**src/rtl/spi_rx_pkg.sv**
```systemverilog
package spi_rx_pkg;

  typedef struct packed {
    logic full;
    logic ovr;
  } rx_flags_t;

endpackage

```
**src/rtl/rx_flag_ctrl.sv**
```systemverilog
module rx_flag_ctrl
  import spi_rx_pkg::*;
(
  input  logic      clk,
  input  logic      rst,
  input  logic      byte_vld_i,
  input  logic      stat_rd_i,
  input  logic      data_rd_i,
  output rx_flags_t flags_o,
  output logic      load_o
);

  rx_flags_t flags_q, flags_d;
  rx_flags_t arm_q;
  logic      clr_full, clr_ovr;
  logic      full_mid, ovr_mid;
  logic      blocked;

  // Clearing reads are evaluated before the incoming byte.
  always_comb begin
    clr_full = data_rd_i & arm_q.full;
    clr_ovr  = data_rd_i & arm_q.ovr;
    full_mid = flags_q.full & ~clr_full;
    ovr_mid  = flags_q.ovr  & ~clr_ovr;
    blocked  = full_mid | ovr_mid;
    load_o   = byte_vld_i & ~blocked;
    flags_d.full = full_mid | load_o;
    flags_d.ovr  = ovr_mid  | (byte_vld_i & blocked);
  end

  always_ff @(posedge clk) begin
    if (rst) begin
      flags_q <= '0;
      arm_q   <= '0;
    end else begin
      flags_q <= flags_d;
      if (stat_rd_i)      arm_q <= flags_q;
      else if (data_rd_i) arm_q <= '0;
    end
  end

  assign flags_o = flags_q;

  // receiver full only falls after an armed data read
  a_r4_full_clear_armed: assert property (@(posedge clk) disable iff (rst)
    $fell(flags_q.full) |-> $past(data_rd_i && arm_q.full));

  // overflow only falls after an armed data read
  a_r5_ovr_clear_armed: assert property (@(posedge clk) disable iff (rst)
    $fell(flags_q.ovr) |-> $past(data_rd_i && arm_q.ovr));

  // with overflow held, receiver full cannot rise
  a_r6_no_full_while_ovr: assert property (@(posedge clk) disable iff (rst)
    (flags_q.ovr && !flags_q.full && !data_rd_i) |=> !flags_q.full);

endmodule

```
**src/rtl/rx_data_hold.sv**
```systemverilog
module rx_data_hold #(
  parameter int DATA_W = 8
) (
  input  logic              clk,
  input  logic              rst,
  input  logic              load_i,
  input  logic [DATA_W-1:0] byte_i,
  output logic [DATA_W-1:0] data_o
);

  logic [DATA_W-1:0] data_q;

  always_ff @(posedge clk) begin
    if (rst)         data_q <= '0;
    else if (load_i) data_q <= byte_i;
  end

  assign data_o = data_q;

endmodule

```
**src/rtl/rx_irq_gen.sv**
```systemverilog
module rx_irq_gen
  import spi_rx_pkg::*;
(
  input  rx_flags_t flags_i,
  input  logic      err_ie_i,
  output logic      rx_irq_o,
  output logic      err_irq_o
);

  always_comb begin
    rx_irq_o  = flags_i.full;
    err_irq_o = flags_i.ovr & err_ie_i;
  end

endmodule

```
**src/rtl/spi_rx_status.sv**
```systemverilog
module spi_rx_status
  import spi_rx_pkg::*;
#(
  parameter int DATA_W   = 8,
  parameter int STAT_W   = 8,
  parameter int FULL_POS = 7,
  parameter int OVR_POS  = 6
) (
  input  logic              clk,
  input  logic              rst,
  input  logic              rx_byte_vld_i,
  input  logic [DATA_W-1:0] rx_byte_i,
  input  logic              stat_rd_i,
  input  logic              data_rd_i,
  input  logic              err_ie_i,
  output logic [STAT_W-1:0] status_o,
  output logic [DATA_W-1:0] data_o,
  output logic              rx_irq_o,
  output logic              err_irq_o
);

  rx_flags_t flags;
  logic      load;

  rx_flag_ctrl u_flags (
    .clk        (clk),
    .rst        (rst),
    .byte_vld_i (rx_byte_vld_i),
    .stat_rd_i  (stat_rd_i),
    .data_rd_i  (data_rd_i),
    .flags_o    (flags),
    .load_o     (load)
  );

  rx_data_hold #(.DATA_W(DATA_W)) u_data (
    .clk    (clk),
    .rst    (rst),
    .load_i (load),
    .byte_i (rx_byte_i),
    .data_o (data_o)
  );

  rx_irq_gen u_irq (
    .flags_i   (flags),
    .err_ie_i  (err_ie_i),
    .rx_irq_o  (rx_irq_o),
    .err_irq_o (err_irq_o)
  );

  // Status word: two flag bits at fixed positions, the rest zero.
  for (genvar i = 0; i < STAT_W; i++) begin : g_stat
    if (i == FULL_POS)     begin : g_full assign status_o[i] = flags.full; end
    else if (i == OVR_POS) begin : g_ovr  assign status_o[i] = flags.ovr;  end
    else                   begin : g_zero assign status_o[i] = 1'b0;       end
  end

  // an unblocked byte is loaded and marks the register full
  a_r2_load: assert property (@(posedge clk) disable iff (rst)
    (rx_byte_vld_i && !status_o[FULL_POS] && !status_o[OVR_POS])
      |=> (rx_irq_o && data_o == $past(rx_byte_i)));

  // a byte arriving while blocked sets overflow and leaves data alone
  a_r3_drop_keeps_data: assert property (@(posedge clk) disable iff (rst)
    (rx_byte_vld_i && !data_rd_i && (status_o[FULL_POS] || status_o[OVR_POS]))
      |=> (status_o[OVR_POS] && $stable(data_o)));

  // with the enable low there is never an error request
  a_r7_err_gated: assert property (@(posedge clk) disable iff (rst)
    !err_ie_i |-> !err_irq_o);

endmodule

```
**config.mk**
```make
export PLATFORM = sky130hd
export DESIGN_NAME = spi_rx_status
export DESIGN_NICKNAME = d
export VERILOG_FILES = /design/src/rtl/spi_rx_pkg.sv /design/src/rtl/rx_flag_ctrl.sv /design/src/rtl/rx_data_hold.sv /design/src/rtl/rx_irq_gen.sv /design/src/rtl/spi_rx_status.sv
export SDC_FILE = /design/constraint.sdc
export NUM_CORES = 1
export LEC_CHECK = 0
export ABC_AREA = 1
export ABC_CLOCK_PERIOD_IN_PS = 1110
export BUFFER_PORTS_ARGS = -buffer_cell sky130_fd_sc_hd__buf_4
export CAP_MARGIN = 15
export CELL_PAD_IN_SITES_DETAIL_PLACEMENT = 2
export CELL_PAD_IN_SITES_GLOBAL_PLACEMENT = 2
export CORE_MARGIN = 8
export CORE_UTILIZATION = 24
export CTS_BUF_LIST = sky130_fd_sc_hd__clkbuf_8
export DETAILED_ROUTE_END_ITERATION = 6
export HOLD_SLACK_MARGIN = 0.06
export MAX_ROUTING_LAYER = met4
export PLACE_DENSITY = 0.75
export SYNTH_ARGS = -nofsm -noshare
export SYNTH_HDL_FRONTEND = slang
export SYNTH_SLANG_ARGS = --single-unit
```
**constraint.sdc**
```tcl
create_clock -name clk -period 1.11 [get_ports clk]
set_input_delay 0.222 -clock clk [delete_from_list [all_inputs] [get_ports clk]]
set_output_delay 0.222 -clock clk [all_outputs]
set_load 0.01 [all_outputs]
```
==> impl_metrics.env, run 1 <==
export IMPL_fillers=318
export IMPL_numCtsBuffers=3
export IMPL_fin_area_um2=957
export IMPL_power_switching_mw=0.414
export IMPL_crit_path_max_incr_delay_ns=0.34
export IMPL_drt_wirelength_per_cell_um=13.8
export IMPL_synth_cells=99
export IMPL_die_x_um=70.0
export IMPL_drive_gt1_frac=0.387
export IMPL_grt_setup_unrepaired="true"
export IMPL_grt_pass1_wl_mm=3.57
export IMPL_p_comb_frac=0.296
export IMPL_ir_drop_mv=0.679
export IMPL_holdBufCountCts=0
export IMPL_dp_hpwl_mm=1.55
export IMPL_clk_latency_ns=0.25
export IMPL_avgSynthCellArea_um2=7.08
export IMPL_violations="setup timing"
export IMPL_fin_crit_ns=1.12
export IMPL_fin_util=0.347
export IMPL_path_class="flip-flop to output pin"
export IMPL_p_leak_nw=0.534
export IMPL_row_count=19
export IMPL_cts_tree="done"
export IMPL_finalHoldViolations=0
export IMPL_cts_num_sinks=12
export IMPL_pre_cts_ws_ns=0.0447
export IMPL_swShare=0.317
export IMPL_grt_pass1_vias=762
export IMPL_critical_path_top_delay_family="flip-flops"
export IMPL_powerDensity_mw_per_mm2=1360
export IMPL_postRouteAntennaNets=0
export IMPL_maxCapViolCount=0
export IMPL_post_route_drc_count=0
export IMPL_min_from="rst"
export IMPL_drt_initial_drc_count=10
export IMPL_vias_per_cell=4.24
export IMPL_yosysUniqueCellTypes=14
export IMPL_synth_warnings=0
export IMPL_area_growth_pct=36.6
export IMPL_multi_input_area_um2=304
export IMPL_grt_ovfl_total=0
export IMPL_fin_skew_ns=0.000269
export IMPL_track_usage=0.0925
export IMPL_initial_core_util=0.254
export IMPL_setup_viol=1
export IMPL_cp_slowest_cell="dfxtp_4"
export IMPL_synth_seq_cells=12
export IMPL_crit_chain="buf_6 > nand2_4 > inv_2 > buf_6"
export IMPL_synthesis_area_um2=701
export IMPL_cpMostUsedCell="buf_6"
export IMPL_gp_congestion=0.711
export IMPL_antennaDiodeCount=0
export IMPL_nets=140
export IMPL_status="finished, violations left"
export IMPL_seq_power_share=0.385
export IMPL_io_buffers=25
export IMPL_hold_path_class="primary input to flip-flop"
export IMPL_htree_levels=1
export IMPL_die_h_um=70.0
export IMPL_clkPwrFrac=0.319
export IMPL_seqCellArea_um2=244
export IMPL_period_share=1.01
export IMPL_die_area_mm2=0.00490
export IMPL_layout_common_cells="26 x inv_1, 25 x buf_4, 20 x nand2_1"
export IMPL_cts_root_buf="clkbuf_8"
export IMPL_synth_seq_area_share=0.343
export IMPL_path_clk_slew_ns=0.05
export IMPL_cp_start_kind="flip-flop"
export IMPL_num_vias=657
export IMPL_cts_buffer_depth=2
export IMPL_end_kind="output pin"
export IMPL_layout_commonest_cell="inv_1"
export IMPL_pin_count=32
export IMPL_crit_path_start="u_flags.flags_o[0]"
export IMPL_postPlaceCellArea_um2=871
export IMPL_power_internal_mw=0.890
export IMPL_coreArea_mm2=0.00276
export IMPL_drt_total_wl_mm=2.14
export IMPL_firstDrtPassIters=3
export IMPL_slew_viol_final=0
export IMPL_cp_max_fo=3
export IMPL_worstPathRequired_ns=0.89
export IMPL_antenna_found_initial=0
export IMPL_rr_startpoint="u_flags.arm_q[1]"
export IMPL_grt_max_degree=12
export IMPL_fin_ws_ns=-0.0104
export IMPL_crit_arrival_ns=0.90
export IMPL_max_freq_ghz=0.893
export IMPL_critPathBufInv=3
[metal layers]
metal / share of wire / global-route usage
met1: 0.38 / 0.0820
met2: 0.56 / 0.173
met3: 0.046 / 0.0240
met4: 0.022 / 0.0536
met5: 0 / -
[registers in the layout (all words and copies together), names as in the netlist]
register / flops
u_data.data_o: 8
u_flags.arm_q: 2
u_flags.flags_o: 2
[final timing paths]
| check | end | slack, ns | cells past startpoint |
|---|---|---|---|
| min | u_flags.flags_o[0] | 0.16 | 2 |
| max reg2reg | u_data.data_o[4] | 0.07 | 6 |
| max | err_irq_o | -0.01 | 4 |
| min reg2reg | u_flags.arm_q[1] | 0.50 | 2 |
[power groups by stage]
stage / combinational, mW / clock [mW] / sequential [mW]
final: 0.386 / 0.416 / 0.501
after global routing: 0.425 / 0.450 / 0.508
after CTS: 0.368 / 0.419 / 0.502
after detailed placement: 0.359 / 0 / 0.510
after global placement: 0.347 / 0 / 0.507
after floorplan: 0.223 / 0 / 0.526
[layout make-up]
cell class	count	share of cell area
sequential	12	0.255
tap	31	0.0405
inverter	28	0.124
timing repair buffer	27	0.220
clock buffer	3	0.0431
multi-input combinational	54	0.318
[per-stage QoR]
stage | std cells | TNS [ns] | hold slack [ns] | power [mW]
2_1_floorplan | 104 | 0 | 0.284 | 0.750
3_3_place_gp | 151 | 0 | 0.423 | 0.854
3_5_place_dp | 151 | 0 | 0.429 | 0.868
4_1_cts | 154 | 0 | 0.168 | 1.29
5_1_grt | 155 | -0.0674 | 0.168 | 1.38
6_report | 155 | -0.0104 | 0.161 | 1.30
[synthesized netlist by cell type (all sizes together)]
master,count,share of area
a21oi,4,0.034
buf,10,0.12
bufinv,1,0.025
conb,1,0.0054
dfxtp,12,0.34
inv,27,0.14
nand2,25,0.15
nand3,3,0.039
nand4,8,0.071
nor2,8,0.071
[logic make-up after synthesis]
group                  Yosys count  share of synthesized area
buffers and inverters           38                      0.288
AOI/OAI and AO/OA                4                     0.0339
and+or+nand+nor                 44                      0.330
DFF                             12                      0.343
other                            1                    0.00535
[repair_timing]
item,CTS,global route
gates cloned,0,0
setup endpoints to repair,1,10
gates resized for setup,4,6
buffers inserted,0,1
Note: power is estimated with default switching activity, not from simulation.
==> run 2: changes to the inputs <==
--- a/config.mk
+++ b/config.mk
@@ -16,7 +16,6 @@
 export CTS_BUF_LIST = sky130_fd_sc_hd__clkbuf_8
 export DETAILED_ROUTE_END_ITERATION = 6
 export HOLD_SLACK_MARGIN = 0.06
-export MAX_ROUTING_LAYER = met4
 export PLACE_DENSITY = 0.75
 export SYNTH_ARGS = -nofsm -noshare
 export SYNTH_HDL_FRONTEND = slang
==> run 2 against run 1 <==
The run still ends with setup timing left. Global-route usage decreased by 0.24 points. Final area unchanged. Fmax about the same. Wire length decreased by 0.19%. Clock power about the same. Die area unchanged. Power about the same. Sequential share of layout area unchanged.
==> impl_metrics.env, run 2 (synthesis gave the netlist of run 1 again) <==
export IMPL_seqCellArea_um2=244
export IMPL_p_leak_nw=0.534
export IMPL_die_h_um=70.0
export IMPL_grt_setup_unrepaired="true"
export IMPL_hold_depth=2
export IMPL_maxCapViolCount=0
export IMPL_vias_per_cell=4.24
export IMPL_holdWs_ns=0.161
export IMPL_gp_congestion=0.704
export IMPL_swShare=0.317
export IMPL_track_usage=0.0901
export IMPL_nets=140
export IMPL_dp_hpwl_mm=1.55
export IMPL_pre_cts_ws_ns=0.0447
export IMPL_die_area_mm2=0.00490
export IMPL_cts_tree="done"
export IMPL_finalHoldViolations=0
export IMPL_pin_count=32
export IMPL_numCtsBuffers=3
export IMPL_cts_num_sinks=12
export IMPL_postRouteAntennaNets=0
export IMPL_crit_path_start="u_flags.flags_o[0]"
export IMPL_firstDrtPassIters=3
export IMPL_cp_start_kind="flip-flop"
export IMPL_worstReg2RegEnd="u_data.data_o[5]"
export IMPL_clk_latency_ns=0.25
export IMPL_critPathCapture="err_irq_o"
export IMPL_power_internal_mw=0.890
export IMPL_status="finished, violations left"
export IMPL_drt_initial_drc_count=10
export IMPL_post_route_drc_count=0
export IMPL_largest_reg_flops=8
export IMPL_power_switching_mw=0.413
export IMPL_num_vias=657
export IMPL_drt_wirelength_per_cell_um=13.8
export IMPL_setup_viol=1
export IMPL_end_kind="output pin"
export IMPL_hold_path_class="primary input to flip-flop"
export IMPL_row_count=19
export IMPL_grt_max_degree=12
export IMPL_max_freq_ghz=0.893
export IMPL_io_buffers=25
export IMPL_worst_r2r_path_depth=6
export IMPL_period_share=1.01
export IMPL_crit_arrival_ns=0.90
export IMPL_path_clk_slew_ns=0.05
export IMPL_r2r_setup_slack_ns=0.08
export IMPL_path_class="flip-flop to output pin"
export IMPL_fin_ws_ns=-0.00997
export IMPL_ir_drop_mv=0.679
export IMPL_slew_viol_final=0
export IMPL_grt_pass1_vias=761
export IMPL_fin_crit_ns=1.12
export IMPL_worstPathRequired_ns=0.89
export IMPL_cp_max_fo=3
export IMPL_htree_levels=1
export IMPL_layout_commonest_cell="inv_1"
export IMPL_layout_common_cells="26 x inv_1, 25 x buf_4, 20 x nand2_1"
export IMPL_drive_gt1_frac=0.387
export IMPL_cts_buffer_depth=2
export IMPL_antennaDiodeCount=0
export IMPL_clkPwrFrac=0.319
export IMPL_area_growth_pct=36.6
export IMPL_die_x_um=70.0
export IMPL_antenna_found_initial=0
export IMPL_seq_power_share=0.385
export IMPL_rr_startpoint="u_flags.arm_q[1]"
export IMPL_drt_total_wl_mm=2.14
export IMPL_p_comb_frac=0.296
export IMPL_fillers=318
export IMPL_violations="setup timing"
export IMPL_initial_core_util=0.254
export IMPL_powerDensity_mw_per_mm2=1360
export IMPL_cts_root_buf="clkbuf_8"
export IMPL_coreArea_mm2=0.00276
export IMPL_fin_skew_ns=0.000545
export IMPL_multi_input_area_um2=304
export IMPL_grt_ovfl_total=0
export IMPL_grt_pass1_wl_mm=3.57
==> run 2: final cells by class <==
class	count	area share
clock buffers	3	0.0431
inverters	28	0.124
multi-input cells	54	0.318
flip-flops and latches	12	0.255
well taps	31	0.0405
repair buffers	27	0.220
==> run 2: metal layers <==
| layer | track usage | up-vias | routed length [um] |
|---|---|---|---|
| met4 | 0.0536 | 0 | 47 |
| met2 | 0.173 | 17 | 1190 |
| li1 | - | 327 | - |
| met3 | 0.0240 | 4 | 98 |
| met5 | 0 | - | 0 |
| met1 | 0.0820 | 309 | 801 |
==> run 2: how the worst min path moves through the flow <==
stage	end	slack, ns	from
after floorplan	u_flags.flags_o[0]	0.28	rst
after global placement	u_flags.flags_o[0]	0.42	rst
after detailed placement	u_flags.flags_o[0]	0.43	rst
after CTS	u_flags.flags_o[0]	0.17	rst
after global routing	u_flags.flags_o[0]	0.17	rst
final	u_flags.flags_o[0]	0.16	rst
==> run 2: worst max-delay path: stages (launching register included) <==
cell	delay (ns)
dfxtp_4	0.34
buf_6	0.12
nand2_4	0.05
inv_2	0.03
buf_6	0.11
==> run 2: through the flow <==
| stage | instance area (um2) | utilization | setup TNS [ns] | total power, mW | cells |
|---|---|---|---|---|---|
| floorplan | 719 | - | 0 | 0.750 | 104 |
| finish | 957 | 0.347 | -0.00997 | 1.30 | 155 |
| CTS | 923 | 0.335 | 0 | 1.29 | 154 |
| global route | 957 | 0.347 | -0.0674 | 1.38 | 155 |
| global placement | 871 | 0.316 | 0 | 0.854 | 151 |
| detailed placement | 871 | 0.316 | 0 | 0.868 | 151 |
==> run 2: power groups by stage <==
stage | clock network (mW) | logic, mW | registers (mW)
global route | 0.450 | 0.425 | 0.508
detailed placement | 0 | 0.359 | 0.510
CTS | 0.419 | 0.368 | 0.502
floorplan | 0 | 0.223 | 0.526
global placement | 0 | 0.347 | 0.507
finish | 0.415 | 0.386 | 0.501
==> run 2: repair_timing <==
item	in CTS	in global routing
gates resized for setup	4	6
hold buffers	0	0
setup endpoints to repair	1	10
buffers inserted	0	1
==> run 3: changes to the inputs <==
--- a/config.mk
+++ b/config.mk
@@ -13,7 +13,7 @@
 export CELL_PAD_IN_SITES_GLOBAL_PLACEMENT = 2
 export CORE_MARGIN = 8
 export CORE_UTILIZATION = 24
-export CTS_BUF_LIST = sky130_fd_sc_hd__clkbuf_8
+export CTS_BUF_LIST = sky130_fd_sc_hd__clkbuf_2
 export DETAILED_ROUTE_END_ITERATION = 6
 export HOLD_SLACK_MARGIN = 0.06
 export PLACE_DENSITY = 0.75
==> run 3 against run 2 <==
The run still ends with setup timing left. Register-to-register slack got worse by 0.06 ns. Die area unchanged. Hold slack worse by 0.015 ns. First-iteration DRC count is 60% lower. Power shrank 15%. Combinational power hardly changed. Fmax down 2.4%. Clock power shrank 47%. Non-clock buffer count unchanged. Final area is 2.7% lower. Critical path depth stayed put. Critical path type unchanged. Highest routed layer unchanged.
==> impl_metrics.env, run 3 (synthesis gave the netlist of run 1 again) <==
export IMPL_end_kind="output pin"
export IMPL_drive_gt1_frac=0.400
export IMPL_slew_viol_final=0
export IMPL_crit_arrival_ns=0.93
export IMPL_antenna_found_initial=0
export IMPL_swShare=0.350
export IMPL_antennaDiodeCount=0
export IMPL_fillers=329
export IMPL_htree_levels=1
export IMPL_grt_setup_unrepaired="true"
export IMPL_cts_root_buf="clkbuf_2"
export IMPL_grt_ovfl_total=0
export IMPL_row_count=19
export IMPL_pin_count=32
export IMPL_io_buffers=25
export IMPL_layout_commonest_cell="inv_1"
export IMPL_drt_initial_drc_count=4
export IMPL_grt_max_degree=12
export IMPL_path_class="flip-flop to output pin"
export IMPL_vias_per_cell=4.22
export IMPL_cts_num_sinks=12
export IMPL_firstDrtPassIters=2
export IMPL_r2r_setup_slack_ns=0.02
export IMPL_setup_viol=1
export IMPL_layout_common_cells="26 x inv_1, 25 x buf_4, 20 x nand2_1"
export IMPL_track_usage=0.0840
export IMPL_design_power_total_mw=1.11
export IMPL_numCtsBuffers=3
export IMPL_maxCapViolCount=0
export IMPL_clk_latency_ns=0.26
export IMPL_ir_drop_mv=0.477
export IMPL_worstPathRequired_ns=0.89
export IMPL_worstReg2RegEnd="u_data.data_o[6]"
export IMPL_max_freq_ghz=0.871
export IMPL_p_comb_frac=0.349
export IMPL_initial_core_util=0.254
export IMPL_cp_start_kind="flip-flop"
export IMPL_post_route_drc_count=0
export IMPL_crit_path_start="u_flags.flags_o[0]"
export IMPL_seqCellArea_um2=243
export IMPL_cts_buffer_depth=2
export IMPL_drt_total_wl_mm=2.15
export IMPL_hold_path_class="primary input to flip-flop"
export IMPL_dp_hpwl_mm=1.55
export IMPL_fin_ws_ns=-0.0375
export IMPL_postRouteAntennaNets=0
export IMPL_die_x_um=70.0
export IMPL_grt_pass1_wl_mm=3.35
export IMPL_coreArea_mm2=0.00276
export IMPL_num_vias=659
export IMPL_die_h_um=70.0
export IMPL_worst_r2r_path_depth=6
export IMPL_status="finished, violations left"
export IMPL_largest_reg_flops=8
export IMPL_period_share=1.03
export IMPL_fin_crit_ns=1.15
export IMPL_path_clk_slew_ns=0.13
export IMPL_holdWs_ns=0.146
export IMPL_grt_pass1_vias=720
export IMPL_gp_congestion=0.704
export IMPL_seq_power_share=0.452
export IMPL_p_leak_nw=0.528
export IMPL_drt_wirelength_per_cell_um=13.8
export IMPL_critPathCapture="err_irq_o"
export IMPL_fin_skew_ns=0.00356
export IMPL_clkPwrFrac=0.200
export IMPL_multi_input_area_um2=305
export IMPL_power_switching_mw=0.390
export IMPL_power_internal_mw=0.723
export IMPL_cp_max_fo=3
export IMPL_die_area_mm2=0.00490
export IMPL_rr_startpoint="u_flags.flags_o[0]"
export IMPL_cts_tree="done"
export IMPL_nets=141
export IMPL_powerDensity_mw_per_mm2=1200
export IMPL_finalHoldViolations=0
export IMPL_holdBufCountCts=0
export IMPL_area_growth_pct=32.9
export IMPL_violations="setup timing"
export IMPL_fin_util=0.338
==> run 3: worst min path at each step <==
stage,cells past startpoint,start,slack [ns],end
2_1_floorplan,1,rst,0.28,u_flags.flags_o[0]
3_3_place_gp,2,rst,0.42,u_flags.flags_o[0]
3_5_place_dp,2,rst,0.43,u_flags.flags_o[0]
4_1_cts,2,rst,0.12,u_flags.flags_o[0]
5_1_grt,2,rst,0.12,u_flags.flags_o[1]
6_report,2,rst,0.15,u_flags.flags_o[0]
==> run 3: layout make-up <==
cell class | instances | area share
clock buffers | 3 | 0.0161
inverters | 28 | 0.128
multi-input cells | 55 | 0.328
flip-flops and latches | 12 | 0.261
well taps | 31 | 0.0417
repair buffers | 27 | 0.226
==> run 3: power by group through the flow <==
stage	Clock (mW)	Sequential, mW	Combinational, mW
floorplan	0	0.526	0.223
global placement	0	0.507	0.347
detailed placement	0	0.510	0.359
CTS	0.236	0.500	0.378
global route	0.257	0.510	0.425
finish	0.222	0.503	0.388
==> run 3: metrics by stage <==
stage               instances  TNS [ns]  setup WS, ns  instance area (um2)
floorplan                 104         0         0.209                  719
global placement          151         0        0.0766                  871
detailed placement        151         0        0.0447                  871
CTS                       155   -0.0336       -0.0336                  910
global route              156   -0.0927       -0.0763                  931
finish                    156   -0.0375       -0.0375                  931
==> run 3: repair_timing <==
item                       in CTS  in global routing
gates resized for setup         6                  3
pin swaps                       0                  1
setup endpoints to repair       2                 12
cloned                          0                  1
buffers inserted                1                  0
==> run 3: layer usage <==
metal	wire length [um]	GRT usage
met5	0	0
met4	34	0.0469
met3	63	0.0155
met2	1170	0.162
met1	881	0.0803
==> run 3: critical path, stage by stage, from the launching register on <==
cell and delay, ns:
dfxtp_2 0.37, buf_6 0.11, nand2_4 0.04, inv_2 0.05, buf_6 0.09
